File: src/rtl/iib_pkg.sv
package iib_pkg;
    localparam int CHAR_W = 9;
    typedef logic [CHAR_W-1:0] char_t;

    localparam char_t CH_IDLE  = 9'h107;
    localparam char_t CH_START = 9'h1FB;
    localparam char_t CH_TERM  = 9'h1FD;

    typedef enum logic { W_GAP, W_FRAME } wr_state_e;
    typedef enum logic { R_FILL, R_RUN } rd_state_e;
    typedef enum logic [1:0] { ACT_HOLD, ACT_INSERT, ACT_POP, ACT_STARVE } rd_act_e;

    function automatic logic ends_run(input char_t c);
        return (c == CH_IDLE) || (c == CH_TERM);
    endfunction
endpackage

File: src/rtl/iib_fifo.sv
module iib_fifo #(
    parameter int DATA_W = 13,
    parameter int DEPTH  = 64,
    localparam int PTR_W = $clog2(DEPTH),
    localparam int OCC_W = $clog2(DEPTH + 1)
) (
    input  logic              clk,
    input  logic              rst,
    input  logic              push,
    input  logic [DATA_W-1:0] push_data,
    input  logic              pop,
    output logic [DATA_W-1:0] pop_data,
    output logic [OCC_W-1:0]  occ
);
    logic [DATA_W-1:0] mem [DEPTH];
    logic [PTR_W-1:0]  wr_ptr;
    logic [PTR_W-1:0]  rd_ptr;

    function automatic logic [PTR_W-1:0] ptr_inc(input logic [PTR_W-1:0] p);
        return (p == PTR_W'(DEPTH - 1)) ? '0 : p + PTR_W'(1);
    endfunction

    always_ff @(posedge clk) begin
        if (push) begin
            mem[wr_ptr] <= push_data;
        end
    end

    always_ff @(posedge clk) begin
        if (rst) begin
            wr_ptr <= '0;
            rd_ptr <= '0;
            occ    <= '0;
        end else begin
            if (push) begin
                wr_ptr <= ptr_inc(wr_ptr);
            end
            if (pop) begin
                rd_ptr <= ptr_inc(rd_ptr);
            end
            occ <= occ + OCC_W'(push) - OCC_W'(pop);
        end
    end

    assign pop_data = mem[rd_ptr];
endmodule

File: src/rtl/iib_wr_track.sv
module iib_wr_track
    import iib_pkg::*;
#(
    parameter int MAX_REGIONS = 8,
    parameter int FIFO_DEPTH  = 64,
    parameter int CNT_W       = 4,
    parameter int OCC_W       = 7
) (
    input  logic             clk,
    input  logic             rst,
    input  logic             in_valid,
    input  char_t            in_char,
    input  logic             in_mark,
    input  logic [OCC_W-1:0] occ,
    output logic             push,
    output logic [CNT_W-1:0] push_cnt,
    output logic             between_mark,
    output logic             ovf_flag,
    output logic [CNT_W-1:0] frame_cnt
);
    wr_state_e        state;
    wr_state_e        state_nxt;
    logic             full;
    logic             frame_mark;
    logic             opens;
    logic             closes;
    logic [CNT_W-1:0] cnt_inc;
    logic [CNT_W-1:0] cnt_nxt;

    // state register
    always_ff @(posedge clk) begin
        if (rst) begin
            state <= W_GAP;
        end else begin
            state <= state_nxt;
        end
    end

    // next state and outputs
    always_comb begin
        full         = (occ >= OCC_W'(FIFO_DEPTH));
        frame_mark   = in_mark && (state == W_FRAME);
        between_mark = in_mark && (state == W_GAP);
        opens        = in_valid && (in_char == CH_START);
        closes       = in_valid && (in_char == CH_TERM) && (state == W_FRAME);

        if (frame_mark && (frame_cnt != CNT_W'(MAX_REGIONS))) begin
            cnt_inc = frame_cnt + CNT_W'(1);
        end else begin
            cnt_inc = frame_cnt;
        end

        state_nxt = state;
        cnt_nxt   = cnt_inc;
        unique case (state)
            W_GAP: begin
                if (opens) begin
                    state_nxt = W_FRAME;
                    cnt_nxt   = '0;
                end
            end
            W_FRAME: begin
                if (opens) begin
                    cnt_nxt = '0;
                end else if (closes) begin
                    state_nxt = W_GAP;
                    cnt_nxt   = '0;
                end
            end
            default: state_nxt = W_GAP;
        endcase

        push     = in_valid && !full;
        push_cnt = closes ? cnt_inc : '0;
    end

    always_ff @(posedge clk) begin
        if (rst) begin
            frame_cnt <= '0;
            ovf_flag  <= 1'b0;
        end else begin
            frame_cnt <= cnt_nxt;
            if (in_valid && full) begin
                ovf_flag <= 1'b1;
            end
        end
    end
endmodule

File: src/rtl/iib_rd_ctrl.sv
module iib_rd_ctrl
    import iib_pkg::*;
#(
    parameter int PREFILL           = 32,
    parameter int BLOCKS_PER_REGION = 4,
    parameter int CNT_W             = 4,
    parameter int PEND_W            = 8,
    parameter int OCC_W             = 7
) (
    input  logic             clk,
    input  logic             rst,
    input  logic [OCC_W-1:0] occ,
    input  char_t            pop_char,
    input  logic [CNT_W-1:0] pop_cnt,
    input  logic             between_mark,
    output logic             pop,
    output char_t            out_char,
    output logic             out_run,
    output logic             unf_flag
);
    localparam int SUM_W    = PEND_W + 2;
    localparam int PEND_MAX = (1 << PEND_W) - 1;

    rd_state_e         state;
    rd_state_e         state_nxt;
    rd_act_e           act;
    logic [PEND_W-1:0] pending;
    logic [PEND_W-1:0] pend_nxt;
    logic [SUM_W-1:0]  pend_sum;
    logic [SUM_W-1:0]  add_pop;
    logic [SUM_W-1:0]  add_mark;

    // state register
    always_ff @(posedge clk) begin
        if (rst) begin
            state <= R_FILL;
        end else begin
            state <= state_nxt;
        end
    end

    // action select and next state
    always_comb begin
        state_nxt = state;
        act       = ACT_HOLD;
        unique case (state)
            R_FILL: begin
                if (occ >= OCC_W'(PREFILL)) begin
                    state_nxt = R_RUN;
                end
            end
            R_RUN: begin
                if ((pending != '0) && ends_run(out_char)) begin
                    act = ACT_INSERT;
                end else if (occ != '0) begin
                    act = ACT_POP;
                end else begin
                    act = ACT_STARVE;
                end
            end
            default: state_nxt = R_FILL;
        endcase

        pop      = (act == ACT_POP);
        add_pop  = pop ? SUM_W'(pop_cnt) * SUM_W'(BLOCKS_PER_REGION) : '0;
        add_mark = between_mark ? SUM_W'(BLOCKS_PER_REGION) : '0;
        pend_sum = SUM_W'(pending) - SUM_W'(act == ACT_INSERT) + add_pop + add_mark;
        pend_nxt = (pend_sum > SUM_W'(PEND_MAX)) ? PEND_W'(PEND_MAX) : pend_sum[PEND_W-1:0];
    end

    // outputs
    always_ff @(posedge clk) begin
        if (rst) begin
            out_char <= CH_IDLE;
            pending  <= '0;
            unf_flag <= 1'b0;
        end else begin
            out_char <= pop ? pop_char : CH_IDLE;
            pending  <= pend_nxt;
            if (act == ACT_STARVE) begin
                unf_flag <= 1'b1;
            end
        end
    end

    assign out_run = (state == R_RUN);
endmodule

File: src/rtl/rx_idle_ins_buf.sv
module rx_idle_ins_buf
    import iib_pkg::*;
#(
    parameter int REGIONS_PER_FRAME = 8,
    parameter int BLOCKS_PER_REGION = 4,
    parameter int PEND_W            = 8
) (
    input  logic              clk,
    input  logic              rst,
    input  logic              in_valid,
    input  logic [CHAR_W-1:0] in_char,
    input  logic              in_par_mark,
    output logic [CHAR_W-1:0] out_char,
    output logic              out_run,
    output logic              ovf_flag,
    output logic              unf_flag
);
    localparam int PREFILL    = REGIONS_PER_FRAME * BLOCKS_PER_REGION;
    localparam int FIFO_DEPTH = 2 * PREFILL;
    localparam int CNT_W      = $clog2(REGIONS_PER_FRAME + 1);
    localparam int OCC_W      = $clog2(FIFO_DEPTH + 1);
    localparam int ENTRY_W    = CHAR_W + CNT_W;

    logic               push;
    logic               pop;
    logic [CNT_W-1:0]   push_cnt;
    logic [CNT_W-1:0]   frame_cnt;
    logic               between_mark;
    logic [OCC_W-1:0]   fifo_occ;
    logic [ENTRY_W-1:0] pop_entry;
    char_t              pop_char;
    logic [CNT_W-1:0]   pop_cnt;

    iib_wr_track #(
        .MAX_REGIONS (REGIONS_PER_FRAME),
        .FIFO_DEPTH  (FIFO_DEPTH),
        .CNT_W       (CNT_W),
        .OCC_W       (OCC_W)
    ) u_wr (
        .clk          (clk),
        .rst          (rst),
        .in_valid     (in_valid),
        .in_char      (in_char),
        .in_mark      (in_par_mark),
        .occ          (fifo_occ),
        .push         (push),
        .push_cnt     (push_cnt),
        .between_mark (between_mark),
        .ovf_flag     (ovf_flag),
        .frame_cnt    (frame_cnt)
    );

    iib_fifo #(
        .DATA_W (ENTRY_W),
        .DEPTH  (FIFO_DEPTH)
    ) u_fifo (
        .clk       (clk),
        .rst       (rst),
        .push      (push),
        .push_data ({in_char, push_cnt}),
        .pop       (pop),
        .pop_data  (pop_entry),
        .occ       (fifo_occ)
    );

    assign pop_char = pop_entry[ENTRY_W-1:CNT_W];
    assign pop_cnt  = pop_entry[CNT_W-1:0];

    iib_rd_ctrl #(
        .PREFILL           (PREFILL),
        .BLOCKS_PER_REGION (BLOCKS_PER_REGION),
        .CNT_W             (CNT_W),
        .PEND_W            (PEND_W),
        .OCC_W             (OCC_W)
    ) u_rd (
        .clk          (clk),
        .rst          (rst),
        .occ          (fifo_occ),
        .pop_char     (pop_char),
        .pop_cnt      (pop_cnt),
        .between_mark (between_mark),
        .pop          (pop),
        .out_char     (out_char),
        .out_run      (out_run),
        .unf_flag     (unf_flag)
    );
endmodule

File: config.mk
export PLATFORM = sky130hd
export DESIGN_NAME = rx_idle_ins_buf
export DESIGN_NICKNAME = d
export VERILOG_FILES = /design/src/rtl/iib_pkg.sv /design/src/rtl/iib_fifo.sv /design/src/rtl/iib_wr_track.sv /design/src/rtl/iib_rd_ctrl.sv /design/src/rtl/rx_idle_ins_buf.sv
export SDC_FILE = /design/constraint.sdc
export NUM_CORES = 1
export LEC_CHECK = 0
export BUFFER_PORTS_ARGS = -buffer_cell sky130_fd_sc_hd__buf_2
export CAP_MARGIN = 5
export CELL_PAD_IN_SITES_DETAIL_PLACEMENT = 2
export CELL_PAD_IN_SITES_GLOBAL_PLACEMENT = 2
export CORE_MARGIN = 2
export CORE_UTILIZATION = 54
export CTS_CLUSTER_SIZE = 28
export DETAILED_ROUTE_END_ITERATION = 7
export GPL_ROUTABILITY_DRIVEN = 0
export PLACE_DENSITY = 0.88
export SLEW_MARGIN = 15
export SYNTH_ARGS = -nofsm -noshare
export SYNTH_HDL_FRONTEND = slang
export SYNTH_SLANG_ARGS = --single-unit
File: constraint.sdc
create_clock -name clk -period 5.9 [get_ports clk]
set_input_delay 0.885 -clock clk [delete_from_list [all_inputs] [get_ports clk]]
set_output_delay 0.885 -clock clk [all_outputs]
set_load 0.01 [all_outputs]
==> results.toml <==
[placed_design]
pre_cts_ws_ns = 0.715
portBuffers = 24
hpwl_um = 78100
dpl_cell_area_um2 = 35900

[floorplan]
core.rowCount = 92
die-area_um2 = 65900
start_util = 0.547
core_area_um2 = 63100
pin_count = 25
dieHeight_um = 257
die_x_um = 257

[global_route]
grt_max_degree = 66
antenna_found_initial = 10
gr-total-overflow = 0
grt_usage = 0.422
first_global_vias = 20300
grt_pass1_wl_um = 186000
grtUsageMet2 = 0.650
met3_usage = 0.0946
grt-busiest-layer = "met2"
grt_use_met1 = 0.565

[worst_setup_path]
ff2ff_setup_slack_ns = -0.21
reg2reg_from = "u_rd.pending[5]$_SDFF_PP0_"
end_kind = "flop"
worstRegToRegCells = 14
crit_fanout = 8
setup.worst_path.start_class = "flop"
critPathArrivalTime_ns = 6.64
cp_data_required_time_ns = 6.43
reg2reg_to = "u_rd.pending[5]$_SDFF_PP0_"
path_class = "reg -> reg"

[routing]
drt_wl_total_um = 145000
drc = 0
drt_iter0_markers = 4109
via_count = 20600
first_pass_iters = 7
ant_nets = 0
drt-wirelength-per-cell_um = 54.6
vias_per_cell = 7.79

[final_layout]
nNetsFinal = 1772
design_area_um2 = 38900
syn_to_final_growth_pct = 12.7
drive_gt1_frac = 0.290

[synth]
syn_area_per_cell_um2 = 21.2
synth_edf_count = 832
ys.warnings.count = 0
syn_area_um2 = 34500
ys_top_cells_by_area = "edfxtp_1 72%, mux4_2 15%, dfxtp_1 2.9%"
synth_top_area_share = 0.724
syn_nets = 1670
yosysSeqAreaShare = 0.753
synth_most_common_cell = "edfxtp_1"
synth_common_cells = "832 x edfxtp_1, 233 x mux4_2, 107 x nor2_1"
synth_cell_type_count = 56
syn_inst = 1628
synth_area_leader_cell = "edfxtp_1"
ys.flop_type = "edfxtp_1"
ys_ff_latch = 882
synth-async-reset-ratio = 0

[run_status]
status = "finished with violations"
violations = "setup timing"

[sta]
fin_ws_ns = -0.214
setup_viol = 3
tightest_slew_ns = 1.33
max_freq_mhz = 164
drv_slew = 0
maxSlewHeadroom = 0.110
fin_tns_setup_ns = -0.388
period_share = 1.04
hold_viol_final = 0
skew_ns = 0.0443
finalCriticalPeriod_ns = 6.11

[power_and_ir_drop]
cellPowerDensity_nw_per_um2 = 385
vdd_drop_max_v = 0.000354
p_leak_nw = 11.8

[worst_hold_path]
min_to = "u_wr.ovf_flag$_SDFFE_PP0P_"
hold_start = "in_valid"
hold_path.class = "in -> reg"
whs_path_depth = 3

[clocking]
cts_max_path_buffers = 3
cts_sinks = 882
root_buffer = "clkbuf_16"
cts_setup_buffers = 0
numCtsBuffers = 90
insertion_delay_ns = 0.69
cts_tree = "built"
cts-htree-levels = 3
path_clk_slew_ns = 0.06

[job]
maxCapViolCount = 0
==> flip-flops by register name (all words and copies together) (netlist names), named ones only <==
signal and flops:
u_fifo.mem 832, u_fifo.occ 7, u_fifo.rd_ptr 6, u_fifo.wr_ptr 6, u_rd.out_char 9, u_rd.out_run 1, u_rd.pending 8, u_rd.unf_flag 1
u_wr.frame_cnt 4, u_wr.ovf_flag 1, u_wr.state 1
==> worst max-delay path: stages (launching register included) <==
cell and delay, ns:
dfxtp_1 0.41, nor4_1 0.87, a21oi_1 0.31, a211oi_2 0.88
buf_4 0.33, o21ai_0 0.18, nor2_1 0.42, ha_1 0.34
ha_1 0.29, a21o_1 0.20, a21oi_1 0.34, nor2b_1 0.15
o21ai_0 0.33, mux2_2 0.50, a21oi_1 0.41
==> where the power goes <==
part	internal (mW)	switching [mW]	total, mW
Clock	3.14	2.84	5.98
Sequential	6.92	0.155	7.08
Combinational	0.632	1.27	1.90
Total	10.7	4.26	15.0
==> cells by family after synthesis <==
logic type,count (synthesis),synth area share
compound gates,102,0.0194
fa+ha+maj,29,0.0112
simple gates,210,0.0278
buf+inv,108,0.0157
mux,274,0.167
xor+xnor,23,0.00584
flops,882,0.753
==> worst max-delay path by stage <==
stage | from | endpoint | slack [ns] | cells past startpoint
3_5_place_dp | u_rd.out_char[3]$_SDFF_PP0_ | u_rd.pending[0]$_SDFF_PP0_ | 0.71 | 15
3_3_place_gp | flop | u_rd.pending[0]$_SDFF_PP0_ | 1.55 | 15
2_1_floorplan | flop | u_rd.pending[0]$_SDFF_PP0_ | 2.08 | 19
4_1_cts | u_rd.out_char[3]$_SDFF_PP0_ | u_rd.pending[0]$_SDFF_PP0_ | 0.34 | 15
5_1_grt | u_rd.out_char[1]$_SDFF_PP1_ | u_rd.pending[5]$_SDFF_PP0_ | -0.003 | 15
6_report | u_rd.pending[5]$_SDFF_PP0_ | u_rd.pending[5]$_SDFF_PP0_ | -0.21 | 14
==> timing repair <==
action                     CTS  global route
setup endpoints to repair    0             8
hold buffers                 0             0
gates resized for setup      0             3
==> metal layers <==
| metal | routed length (µm) | share of wire |
|---|---|---|
| met3 | 17000 | 0.12 |
| met4 | 11400 | 0.078 |
| met1 | 50000 | 0.35 |
| met2 | 66400 | 0.46 |
| met5 | 83 | 0.00057 |
==> final cells by class <==
cell class	count	area, µm²
clock inverter	38	229
sequential	882	26000
clock buffer	126	2580
inverter	29	109
tap	846	1060
multi-input combinational	638	8190
timing repair buffer	89	691
antenna	2	5.00
fill	4872	24200
==> cell usage in the layout (no fill, tap or decap), drive strengths merged, types with 12 or more instances in the layout <==
cell type | netlist | layout
edfxtp | 832 | 832
mux4 | 238 | 238
clkbuf | 20 | 126
nor2 | 107 | 107
buf | 59 | 89
dfxtp | 50 | 50
clkinv | 0 | 33
a21oi | 32 | 32
inv | 29 | 32
nand2 | 31 | 31
mux2i | 30 | 30
ha | 26 | 26
nand3 | 16 | 16
o21ai | 15 | 15
xor2 | 14 | 14
a211oi | 13 | 13
a22oi | 12 | 12
nor2b | 12 | 12
==> through the flow <==
step / instances / hold slack [ns] / total power [mW] / utilization
2_1_floorplan: 1628 / 0.480 / 8.07 / -
3_3_place_gp: 2480 / 0.457 / 8.53 / 0.569
3_5_place_dp: 2480 / 0.530 / 8.79 / 0.569
4_1_cts: 2644 / 0.517 / 14.6 / 0.613
5_1_grt: 2648 / 0.563 / 15.1 / 0.616
6_report: 2650 / 0.546 / 15.0 / 0.616
Note: power is estimated with default switching activity, not from simulation.
